[src/rtl/alc_pkg.sv]
package alc_pkg;
  localparam int RATE_W   = 6;
  localparam int RATE_N   = 1 << RATE_W;
  localparam int LVL_W    = 3;
  localparam int LVL_N    = 1 << LVL_W;
  localparam int RT2_MUL  = 181;
  localparam int RT2_SHR  = 8;

  // Threshold for level code k: full scale lowered by 3 dB per code.
  function automatic longint unsigned lvl_thresh(int smp_w, int k);
    longint unsigned t;
    t = (64'd1 << (smp_w - 1)) >> (k / 2);
    if ((k % 2) == 1) t = (t * RT2_MUL) >> RT2_SHR;
    return t;
  endfunction

  function automatic int clamp_int(int v, int lo, int hi);
    if (v < lo) return lo;
    if (v > hi) return hi;
    return v;
  endfunction
endpackage

[src/rtl/alc_thresh_dec.sv]
module alc_thresh_dec
  import alc_pkg::*;
#(
  parameter int SMP_W = 24
) (
  input  logic [LVL_W-1:0] lvl,
  output logic [SMP_W-1:0] thr
);
  logic [SMP_W-1:0] tbl [LVL_N];

  for (genvar g = 0; g < LVL_N; g++) begin : g_tbl
    localparam longint unsigned TVAL = lvl_thresh(SMP_W, g);
    assign tbl[g] = SMP_W'(TVAL);
  end

  assign thr = tbl[lvl];
endmodule

[src/rtl/alc_window.sv]
module alc_window
  import alc_pkg::*;
#(
  parameter int SMP_W    = 24,
  parameter int BASE_IVL = 4,
  localparam int CNT_W   = $clog2(RATE_N * BASE_IVL)
) (
  input  logic              clk,
  input  logic              rst_n,
  input  logic              clr,
  input  logic              vld,
  input  logic [SMP_W-1:0]  mag,
  input  logic [RATE_W-1:0] rate,
  output logic              fire,
  output logic [SMP_W-1:0]  peak
);
  logic [CNT_W-1:0] cnt_q, cnt_d, lim;
  logic [SMP_W-1:0] pk_q, pk_d;
  logic             upd;

  always_comb begin
    lim  = CNT_W'((int'(rate) + 1) * BASE_IVL - 1);
    peak = (mag > pk_q) ? mag : pk_q;
    fire = vld && (cnt_q >= lim);
    upd  = clr || vld;
    cnt_d = cnt_q;
    pk_d  = pk_q;
    if (clr || fire) begin
      cnt_d = '0;
      pk_d  = '0;
    end else if (vld) begin
      cnt_d = cnt_q + CNT_W'(1);
      pk_d  = peak;
    end
  end

  always_ff @(posedge clk or negedge rst_n) begin
    if (!rst_n) begin
      cnt_q <= '0;
      pk_q  <= '0;
    end else if (upd) begin
      cnt_q <= cnt_d;
      pk_q  <= pk_d;
    end
  end
endmodule

[src/rtl/alc_gain_track.sv]
module alc_gain_track
  import alc_pkg::*;
#(
  parameter int GAIN_W     = 6,
  parameter int GAIN_FLOOR = 0,
  parameter int GAIN_CEIL  = 40,
  parameter int GAIN_RESET = 24,
  parameter int ALC_STEP   = 2
) (
  input  logic              clk,
  input  logic              rst_n,
  input  logic              en,
  input  logic              vld,
  input  logic              atk,
  input  logic              rel,
  input  logic              instant,
  input  logic [GAIN_W-1:0] manual,
  output logic [GAIN_W-1:0] gain
);
  logic [GAIN_W-1:0] tgt_q, tgt_d, out_q, out_d, tgt_step, manual_c;
  logic              upd;
  int                t_i;

  always_comb begin
    t_i = int'(tgt_q);
    if (atk)      t_i = t_i - ALC_STEP;
    else if (rel) t_i = t_i + ALC_STEP;
    tgt_step = GAIN_W'(clamp_int(t_i, GAIN_FLOOR, GAIN_CEIL));
    manual_c = GAIN_W'(clamp_int(int'(manual), GAIN_FLOOR, GAIN_CEIL));
    upd   = !en || vld;
    tgt_d = tgt_q;
    out_d = out_q;
    if (!en) begin
      tgt_d = manual_c;
      out_d = manual_c;
    end else if (vld) begin
      tgt_d = tgt_step;
      if (instant)               out_d = tgt_step;
      else if (out_q < tgt_step) out_d = out_q + GAIN_W'(1);
      else if (out_q > tgt_step) out_d = out_q - GAIN_W'(1);
    end
  end

  always_ff @(posedge clk or negedge rst_n) begin
    if (!rst_n) begin
      tgt_q <= GAIN_W'(GAIN_RESET);
      out_q <= GAIN_W'(GAIN_RESET);
    end else if (upd) begin
      tgt_q <= tgt_d;
      out_q <= out_d;
    end
  end

  assign gain = out_q;
endmodule

[src/rtl/alc_channel.sv]
module alc_channel
  import alc_pkg::*;
#(
  parameter int SMP_W      = 24,
  parameter int GAIN_W     = 6,
  parameter int GAIN_FLOOR = 0,
  parameter int GAIN_CEIL  = 40,
  parameter int GAIN_RESET = 24,
  parameter int BASE_IVL   = 4,
  parameter int ALC_STEP   = 2
) (
  input  logic              clk,
  input  logic              rst_n,
  input  logic              en,
  input  logic              instant,
  input  logic [SMP_W-1:0]  thr_max,
  input  logic [SMP_W-1:0]  thr_min,
  input  logic [RATE_W-1:0] atk_rate,
  input  logic [RATE_W-1:0] rel_rate,
  input  logic [GAIN_W-1:0] manual,
  input  logic              vld,
  input  logic [SMP_W-1:0]  smp,
  output logic [GAIN_W-1:0] gain
);
  logic [SMP_W-1:0] mag, pk_atk, pk_rel;
  logic             fire_atk, fire_rel, do_atk, do_rel;

  assign mag = smp[SMP_W-1] ? (~smp + SMP_W'(1)) : smp;

  alc_window #(.SMP_W(SMP_W), .BASE_IVL(BASE_IVL)) u_win_atk (
    .clk(clk), .rst_n(rst_n), .clr(!en), .vld(vld), .mag(mag),
    .rate(atk_rate), .fire(fire_atk), .peak(pk_atk)
  );

  alc_window #(.SMP_W(SMP_W), .BASE_IVL(BASE_IVL)) u_win_rel (
    .clk(clk), .rst_n(rst_n), .clr(!en), .vld(vld), .mag(mag),
    .rate(rel_rate), .fire(fire_rel), .peak(pk_rel)
  );

  assign do_atk = fire_atk && (pk_atk >= thr_max);
  assign do_rel = fire_rel && (pk_rel < thr_min) && !do_atk;

  alc_gain_track #(
    .GAIN_W(GAIN_W), .GAIN_FLOOR(GAIN_FLOOR), .GAIN_CEIL(GAIN_CEIL),
    .GAIN_RESET(GAIN_RESET), .ALC_STEP(ALC_STEP)
  ) u_track (
    .clk(clk), .rst_n(rst_n), .en(en), .vld(vld), .atk(do_atk), .rel(do_rel),
    .instant(instant), .manual(manual), .gain(gain)
  );
endmodule

[src/rtl/alc_ctrl.sv]
module alc_ctrl
  import alc_pkg::*;
#(
  parameter int SMP_W      = 24,
  parameter int GAIN_W     = 6,
  parameter int GAIN_FLOOR = 0,
  parameter int GAIN_CEIL  = 40,
  parameter int GAIN_RESET = 24,
  parameter int BASE_IVL   = 4,
  parameter int ALC_STEP   = 2
) (
  input  logic              clk,
  input  logic              rst_n,
  input  logic              cfg_en_a,
  input  logic              cfg_en_b,
  input  logic              cfg_single,
  input  logic              cfg_instant,
  input  logic [2:0]        cfg_max_lvl,
  input  logic [2:0]        cfg_min_lvl,
  input  logic [5:0]        cfg_atk_rate,
  input  logic [5:0]        cfg_rel_rate,
  input  logic [GAIN_W-1:0] cfg_manual_a,
  input  logic [GAIN_W-1:0] cfg_manual_b,
  input  logic              smp_vld_a,
  input  logic [SMP_W-1:0]  smp_a,
  input  logic              smp_vld_b,
  input  logic [SMP_W-1:0]  smp_b,
  output logic [GAIN_W-1:0] gain_a,
  output logic [GAIN_W-1:0] gain_b
);
  localparam int CH_N = 2;

  logic [1:0]        rst_pipe;
  logic              rst_sync_n;
  logic [SMP_W-1:0]  thr_max, thr_min;
  logic              ch_en  [CH_N];
  logic              ch_vld [CH_N];
  logic [SMP_W-1:0]  ch_smp [CH_N];
  logic [GAIN_W-1:0] ch_man [CH_N];
  logic [GAIN_W-1:0] ch_gain[CH_N];

  // Reset asserts at once and leaves on a clock edge.
  always_ff @(posedge clk or negedge rst_n) begin
    if (!rst_n) rst_pipe <= 2'b00;
    else        rst_pipe <= {rst_pipe[0], 1'b1};
  end
  assign rst_sync_n = rst_pipe[1];

  alc_thresh_dec #(.SMP_W(SMP_W)) u_thr_max (.lvl(cfg_max_lvl), .thr(thr_max));
  alc_thresh_dec #(.SMP_W(SMP_W)) u_thr_min (.lvl(cfg_min_lvl), .thr(thr_min));

  assign ch_en[0]  = cfg_en_a;
  assign ch_en[1]  = cfg_single ? cfg_en_a : cfg_en_b;
  assign ch_vld[0] = smp_vld_a;
  assign ch_vld[1] = smp_vld_b;
  assign ch_smp[0] = smp_a;
  assign ch_smp[1] = smp_b;
  assign ch_man[0] = cfg_manual_a;
  assign ch_man[1] = cfg_manual_b;

  for (genvar c = 0; c < CH_N; c++) begin : g_ch
    alc_channel #(
      .SMP_W(SMP_W), .GAIN_W(GAIN_W), .GAIN_FLOOR(GAIN_FLOOR),
      .GAIN_CEIL(GAIN_CEIL), .GAIN_RESET(GAIN_RESET),
      .BASE_IVL(BASE_IVL), .ALC_STEP(ALC_STEP)
    ) u_ch (
      .clk(clk), .rst_n(rst_sync_n), .en(ch_en[c]), .instant(cfg_instant),
      .thr_max(thr_max), .thr_min(thr_min),
      .atk_rate(cfg_atk_rate), .rel_rate(cfg_rel_rate),
      .manual(ch_man[c]), .vld(ch_vld[c]), .smp(ch_smp[c]), .gain(ch_gain[c])
    );
  end

  assign gain_a = ch_gain[0];
  assign gain_b = ch_gain[1];
endmodule

[config.mk]
export PLATFORM = sky130hd
export DESIGN_NAME = alc_ctrl
export DESIGN_NICKNAME = d
export VERILOG_FILES = /design/src/rtl/alc_pkg.sv /design/src/rtl/alc_thresh_dec.sv /design/src/rtl/alc_window.sv /design/src/rtl/alc_gain_track.sv /design/src/rtl/alc_channel.sv /design/src/rtl/alc_ctrl.sv
export SDC_FILE = /design/constraint.sdc
export NUM_CORES = 1
export LEC_CHECK = 0
export ABC_AREA = 1
export CAP_MARGIN = 20
export CORE_ASPECT_RATIO = 0.7
export CORE_MARGIN = 1
export CORE_UTILIZATION = 42
export CTS_CLUSTER_SIZE = 30
export DETAILED_ROUTE_END_ITERATION = 10
export DONT_BUFFER_PORTS = 1
export GPL_ROUTABILITY_DRIVEN = 0
export SYNTH_ARGS = -nofsm -noshare
export SYNTH_HDL_FRONTEND = slang
export SYNTH_HIERARCHICAL = 1
export SYNTH_SLANG_ARGS = --single-unit
[constraint.sdc]
create_clock -name clk -period 8 [get_ports clk]
set_clock_uncertainty 0.1 [all_clocks]
set_input_delay 0.8 -clock clk [delete_from_list [all_inputs] [get_ports clk]]
set_output_delay 0.8 -clock clk [all_outputs]
set_load 0.05 [all_outputs]
* Word-level counts from Yosys, hierarchy flattened
Memory sizes are Yosys's and may differ from the RTL's.
Index checks and enable logic that the tools add are counted.
** Storage, ports and cells
- Register bits :: 154
- ROM bits :: 384
- Bits of input ports :: 86
- Logic and storage cells :: 160
- Memories kept :: 2
** Memories
- (name not given) :: depth 8, bits a word 24, rd ports 1, clocked after memory_dff 0, wr ports 0, RTL line alc_thresh_dec.sv:16 : assign thr = tbl[lvl];
- (name not given) :: depth 8, bits a word 24, rd ports 1, clocked after memory_dff 0, wr ports 0, RTL line alc_thresh_dec.sv:16
** Operators by class
- $add $sub $neg :: 18
- Magnitude comparators :: 24
- Equal/unequal tests :: 4
- Muxes and demuxes :: 63
- Bitwise logic cells :: 4
- Reduce and logical (&&, ||, !) cells :: 32
** Operators by type and width (count)
- 2-to-1 mux 24 bit :: 18
- 2-to-1 mux 6 bit :: 24
- > comparator 24 bit :: 4
- > comparator 32 x 7 -> 1 bit, second input constant :: 2
- less-than comparator 32 x 1 -> 1 bit, second input constant :: 2
- 2-to-1 mux 32 bit :: 2
- 2-to-1 mux 8 bit :: 8
- adder 24 x 1 -> 24 bit, second input constant :: 2
- greater-or-equal comparator 24 bit :: 2
- less-than comparator 24 bit :: 2
- inverter 24 bit :: 2
- adder 8 x 1 -> 8 bit, second input constant :: 4
- greater-or-equal comparator 8 bit :: 4
- adder 6 x 1 -> 6 bit, second input constant :: 4
- subtractor 8 x 2 -> 8 bit, second input constant :: 2
- adder 6 x 2 -> 7 bit, second input constant :: 2
- 2-to-1 mux 7 bit :: 2
- subtractor 6 x 2 -> 7 bit, second input constant :: 2
- > comparator 6 bit :: 2
- > comparator 6 bit, second input constant :: 2
- less-than comparator 6 bit :: 2
- AND reduction 2 bit :: 6
- subtractor 6 x 1 -> 6 bit, second input constant :: 2
- logical AND 1 bit :: 10
- 11 further kinds :: 33

* Logic depth before layout (Yosys ltp)
- Word-level depth :: 22
- Gate-level depth with buffers :: 57
- Mapped depth without buffers :: 57

* By module
The synthesis kept the hierarchy.
** Modules (own cells, without submodules)
- alc_window at g_ch[0].u_ch.u_win_atk ... :: times used 2, cells an instance 399, area each 2991.6 um2, seq. area each 800.8 um2
- alc_channel :: times used 2, cells an instance 352, area each 2004.4 um2, seq. area each 0.0 um2
- alc_window at g_ch[0].u_ch.u_win_rel :: times used 1, cells an instance 400, area each 2996.6 um2, seq. area each 800.8 um2
- alc_window at g_ch[1].u_ch.u_win_rel :: times used 1, cells an instance 400, area each 2813.9 um2, seq. area each 800.8 um2
- alc_gain_track :: times used 2, cells an instance 191, area each 1355.0 um2, seq. area each 305.3 um2
- alc_thresh_dec at u_thr_max :: times used 1, cells an instance 40, area each 240.2 um2, seq. area each 0.0 um2
- alc_thresh_dec at u_thr_min :: times used 1, cells an instance 40, area each 232.7 um2, seq. area each 0.0 um2
- alc_ctrl :: times used 1, cells an instance 7, area each 68.8 um2, seq. area each 50.0 um2

* Worst setup path before layout
No wires, ideal clock.
- Path type :: in2reg
- From :: input smp_a[1]
- To :: register g_ch[0].u_ch.u_track.out_q[5]
- Setup time :: 123 ps
- Arrival time :: 6603 ps
- Data required time :: 7777 ps
- Path slack :: 1173 ps
- Stages on the path :: 52
- Path buffers :: 1
- Path through :: inv_2 ha_1 nand3_2 nor3_1 nand3_1 nand2_1 nand2_1 nand2_1 o21ai_1 ha_1 nand2_1 nor2_2 nand2_2 nor2_4 nand4_4 nand2_4 buf_12 nand2_4 [16 not listed] nor2_2 nand2_2 nand2_8 nand2_4 nand2_4 ha_1 nand2_1 inv_1 o21bai_1 nand3_1 ha_1 a21o_1 nand2_1 nand2_1 a31oi_1 nor2_1 o21ai_1 a21oi_1
** On the way
- Cells in the longest elaborated chain, start to end :: 21
- Elaborated cells on any way between the ends :: 31
** Ends and longest elaborated chain
- start, declared :: RTL line alc_ctrl.sv:25 : input logic [SMP_W-1:0] smp_a,
- inverter 24 bit * :: RTL line alc_channel.sv:28 : assign mag = smp[SMP_W-1] ? (~smp + SMP_W'(1)) : smp;
- adder 24 x 1 -> 24 bit * :: RTL line alc_channel.sv:28
- 2-to-1 mux 24 bit * :: RTL line alc_channel.sv:28
- net g_ch[0].u_ch.mag[22] :: RTL line alc_channel.sv:25 : logic [SMP_W-1:0] mag, pk_atk, pk_rel;
- > comparator 24 bit :: RTL line alc_window.sv:23 : peak = (mag > pk_q) ? mag : pk_q;
- 2-to-1 mux 24 bit * :: RTL line alc_window.sv:23
- net g_ch[0].u_ch.pk_atk[22] :: RTL line alc_channel.sv:25
- greater-or-equal comparator 24 bit * :: RTL line alc_channel.sv:40 : assign do_atk = fire_atk && (pk_atk >= thr_max);
- [1 not listed]
- net g_ch[0].u_ch.do_atk :: RTL line alc_channel.sv:26 : logic fire_atk, fire_rel, do_atk, do_rel;
- [2 not listed]
- net g_ch[0].u_ch.do_rel :: RTL line alc_channel.sv:26
- [3 not listed]
- 2-to-1 mux 1 bit (2 in a row) :: RTL line alc_pkg.sv:19 : if (v > hi) return hi;
- 2-to-1 mux 6 bit :: RTL line alc_pkg.sv:20 : return v;
- 2-to-1 mux 6 bit * :: RTL line alc_pkg.sv:19
- less-than comparator 6 bit :: RTL line alc_gain_track.sv:39 : else if (out_q < tgt_step) out_d = out_q + GAIN_W'(1);
- 2-to-1 mux 6 bit :: RTL line alc_gain_track.sv:39
- 2-to-1 mux 6 bit :: RTL line alc_gain_track.sv:38 : if (instant) out_d = tgt_step;
- 2-to-1 mux 6 bit :: RTL line alc_gain_track.sv:36 : end else if (vld) begin
- 2-to-1 mux 6 bit :: RTL line alc_gain_track.sv:33 : if (!en) begin
- end signal, assigned :: RTL line alc_gain_track.sv:47 : out_q <= GAIN_W'(GAIN_RESET);
- end signal, assigned :: RTL line alc_gain_track.sv:50 : out_q <= out_d;
- end, declared :: RTL line alc_gain_track.sv:20 : logic [GAIN_W-1:0] tgt_q, tgt_d, out_q, out_d, tgt_step, manual_c;
The timed path passes the listed nets; every way through them passes the cells marked *. The select of a mux whose other input is x is not followed.
A chain may end at the register's enable or synchronous reset.

* Final worst setup path
- From :: input smp_a[1]
- To :: register g_ch[0].u_ch.u_track.out_q[5]
** On the way
- Cells in the longest elaborated chain, start to end :: 21
- Elaborated cells on any way between the ends :: 31
** Ends and longest elaborated chain (RTL line)
- inverter 24 bit * :: alc_channel.sv:28
- adder 24 x 1 -> 24 bit * :: alc_channel.sv:28
- 2-to-1 mux 24 bit * :: alc_channel.sv:28
- net g_ch[0].u_ch.mag[16] :: alc_channel.sv:25
- > comparator 24 bit * :: alc_window.sv:23
- 2-to-1 mux 24 bit * :: alc_window.sv:23
- net g_ch[0].u_ch.pk_atk[19] :: alc_channel.sv:25
- greater-or-equal comparator 24 bit * :: alc_channel.sv:40
- [1 not listed]
- net g_ch[0].u_ch.do_atk :: alc_channel.sv:26
- [5 not listed]
- 2-to-1 mux 1 bit (2 in a row) :: alc_pkg.sv:19
- 2-to-1 mux 6 bit :: alc_pkg.sv:20
- 2-to-1 mux 6 bit * :: alc_pkg.sv:19
- less-than comparator 6 bit :: alc_gain_track.sv:39
- 2-to-1 mux 6 bit :: alc_gain_track.sv:39
- 2-to-1 mux 6 bit :: alc_gain_track.sv:38
- 2-to-1 mux 6 bit :: alc_gain_track.sv:36
- 2-to-1 mux 6 bit :: alc_gain_track.sv:33
Marked as above.

==> flow_summary_export.csv <==
group,metric,value,unit
routing,drc,0,
hold_path,hold_path.class,"reg2reg",
timing,final_hold_viol_count,0,
floorplanning,die_w,257,um
timing,slew_headroom,0.335,
grt,grtUsageTotal,0.226,
cts,cts_root_buf,"clkbuf_16",
routing,vias_per_cell,5.12,
flow_run,cap_viol_max_count,0,
cts,cts_setup_buffers,0,
timing,tightest_slew,0.997,ns
floorplanning,core,0.0442,mm^2
yosys,yosysUniqueCellTypes,56,
routing,postRouteWirelength,52.0,mm
routing,vias,17300,
cts,numCtsBuffers,17,
yosys,ys_warn_count,6,
power_and_ir_drop,irDropWorstVdd,0.185,mV
setup_path,end_kind,"flip-flop",
grt,grt_pass1_vias,16600,
yosys,synthCells,2771,
grt,grt_max_degree,69,
timing,rsz0062_at_grt,"no",
grt,overflow,0,
setup_path,critical_path_class,"in2reg",
setup_path,start_kind,"primary input",
cts,clk_latency,0.46,ns
setup_path,slowest_stage,"ha_1",
yosys,synthArstFlopShare,1.00,
cts,cts_tree,"yes",
cts,cts_num_sinks,154,
finish,fin_nets,3117,
routing,drt_iter0_drc,1470,
setup_path,crit_top_cell,"nand2_1",
outcome,status,"complete, no violations",
cts,clkTransAtPathRegs,0.07,ns
timing,tns,0,ns
timing,slew_violations,0,
floorplanning,rows,64,
timing,post-route-min-period,7.46,ns
setup_path,crit_fanout,12,
finish,final_area,0.0203,mm^2
yosys,yosysSeqAreaShare,0.203,
cts,cts_buffer_depth,2,
floorplanning,start_util,0.431,
finish,synthToLayoutAreaGrowth,6.68,%
timing,setup_slack,0.545,ns
setup_path,worst_ep_arrival_time,7.69,ns
yosys,ys_ff_latch,154,
grt,grt_pass1_wl,84.4,mm
place,dpl_cell_area,0.0197,mm^2
grt,antenna_found_initial,0,
power_and_ir_drop,p_per_area,215,mW/mm^2
place,post-place-ws,-0.116,ns
timing,fmax,0.134,GHz
floorplanning,fp.dieArea,0.0462,mm^2
finish,diodes,0,
yosys,synth-edff-count,0,
setup_path,required,8.24,ns
cts,h-tree-depth,4,
yosys,syn_avg_cell_area,6.88,um^2
place,hpwl,40.8,mm
finish,drive_gt1_frac,0.114,
routing,dr.pass1.iters,6,
floorplanning,ioPinCount,98,
timing,fin_crit_sh,0.932,
yosys,netlist_area,0.0191,mm^2
place,port_buffers,0,
power_and_ir_drop,p_leak,10.8,nW
timing,setup_viol,0,
routing,wl_per_cell,15.4,um
yosys,synthFlopType,"dfrtp_1",
routing,postRouteAntennaNets,0,
setup_path,max_stage_delay,0.38,ns
finish,fin_util,0.460,
floorplanning,dieHeight,180,um
[layer usage]
layer / global-route usage / routed length, um / part of all wire
met1: 0.326 / 25800 / 0.50
met3: 0.0383 / 3140 / 0.060
met5: 0 / 0 / 0
met2: 0.347 / 22300 / 0.43
met4: 0.0564 / 799 / 0.015
[placed cells by master (no fill, tap or decap), drive strengths merged]
cell,instances
a31oi,2
and3,8
nand2,799
clkbuf,20
bufinv,1
nand3,196
ha,254
clkinv,5
o221ai,2
nor4,2
o21a,6
dfstp,8
nor3,30
a21oi,130
and2,88
fa,2
a21o,12
nand4,114
nand3b,8
o22ai,2
o21ai,54
a21boi,2
o211ai,2
inv,511
buf,47
dfrtp,146
or2,6
o21bai,6
conb,25
clkinvlp,3
a22oi,2
nor2,210
xor2,50
dlygate4sd3,1
xnor2,34
[timing repair]
| action | 4_1_cts | 5_1_grt |
|---|---|---|
| setup endpoints to repair | 0 | 8 |
| resized for setup | 0 | 11 |
| hold endpoints to repair | 2 | 0 |
| hold buffers | 1 | 0 |
[through the flow]
step,std cells,power (mW),hold WS (ns)
4_1_cts,3381,4.35,0.255
5_1_grt,3382,4.76,0.259
3_3_place_gp,3348,3.41,0.233
3_5_place_dp,3348,3.49,0.238
6_report,3382,4.36,0.253
2_1_floorplan,2793,2.95,0.231
[synth_stat cells, drive strengths merged (3+ instances only)]
| cell type | count | area [um^2] |
|---|---|---|
| nand2 | 799 | 3620 |
| inv | 505 | 1900 |
| ha | 254 | 3180 |
| nor2 | 210 | 933 |
| nand3 | 196 | 1140 |
| dfrtp | 146 | 3650 |
| a21oi | 130 | 688 |
| nand4 | 114 | 773 |
| and2 | 88 | 551 |
| buf | 78 | 576 |
| o21ai | 54 | 285 |
| xor2 | 50 | 453 |
| xnor2 | 34 | 298 |
| nor3 | 30 | 213 |
| a21o | 12 | 90.1 |
| and3 | 8 | 50.1 |
| clkbuf | 8 | 30.0 |
| dfstp | 8 | 210 |
| nand3b | 8 | 110 |
| o21a | 6 | 60.1 |
| o21bai | 6 | 45.0 |
| or2 | 6 | 37.5 |
| conb | 3 | 11.3 |
[registers in the layout, summed over array words and instances, names as in the netlist]
register / flops
g_ch.u_ch/u_win_atk/pk_q: 48
g_ch.u_ch/u_win_rel/pk_q: 48
g_ch.u_ch/u_win_atk/cnt_q: 16
g_ch.u_ch/u_win_rel/cnt_q: 16
g_ch.u_ch/u_track/gain: 12
g_ch.u_ch/u_track/tgt_q: 12
rst_pipe: 2
[critical path, delay by kind of cell]
family | cells | cell delay [ns]
buffers and inverters | 4 | 0.46
adders and majority gates | 5 | 1.47
AOI/OAI and AO/OA | 8 | 1.47
and+or+nand+nor | 34 | 3.47
[where the power goes]
part,internal (mW),total [mW],switching (mW)
Combinational,0.955,2.47,1.52
Clock,0.446,0.842,0.395
Sequential,0.896,1.05,0.153
[final cells by class]
cell class / count / area (um^2)
Clock buffer: 19 / 443
Clock inverter: 13 / 136
Timing Repair Buffer: 49 / 412
Fill cell: 4440 / 23900
Sequential cell: 154 / 3870
Multi-Input combinational cell: 2046 / 12800
Inverter: 507 / 1910
Tap cell: 594 / 743
[final timing paths]
path / startpoint / endpoint / slack [ns] / depth (start not counted)
hold reg to reg: rst_pipe[0]$_DFF_PN0_ / rst_pipe[1]$_DFF_PN0_ / 0.25 / 0
max in group asynchronous: rst_pipe[1]$_DFF_PN0_ / g_ch[0].u_ch/u_win_atk/cnt_q[4]$_DFFE_PN0P_ / 6.03 / 1
setup / recovery: smp_a[1] / g_ch[0].u_ch/u_track/gain[5]$_DFFE_PN0P_ / 0.54 / 51
hold / removal: rst_pipe[0]$_DFF_PN0_ / rst_pipe[1]$_DFF_PN0_ / 0.25 / 0
min in group asynchronous: rst_pipe[1]$_DFF_PN0_ / g_ch[1].u_ch/u_win_rel/cnt_q[1]$_DFFE_PN0P_ / 0.29 / 0
setup reg to reg: g_ch[0].u_ch/u_win_atk/pk_q[17]$_DFFE_PN0P_ / g_ch[0].u_ch/u_track/gain[5]$_DFFE_PN0P_ / 1.58 / 42
[kinds of logic after synthesis]
| kind of cell | count (synthesis) | share of synthesized area |
|---|---|---|
| XOR/XNOR | 84 | 0.0394 |
| AO/OA/AOI/OAI | 220 | 0.0659 |
| other | 3 | 0.000591 |
| flip-flops | 154 | 0.203 |
| buffers and inverters | 593 | 0.132 |
| AND/OR/NAND/NOR | 1461 | 0.391 |
| adder cells (fa/ha/maj) | 256 | 0.169 |
Power figures use the tool's default switching activity.
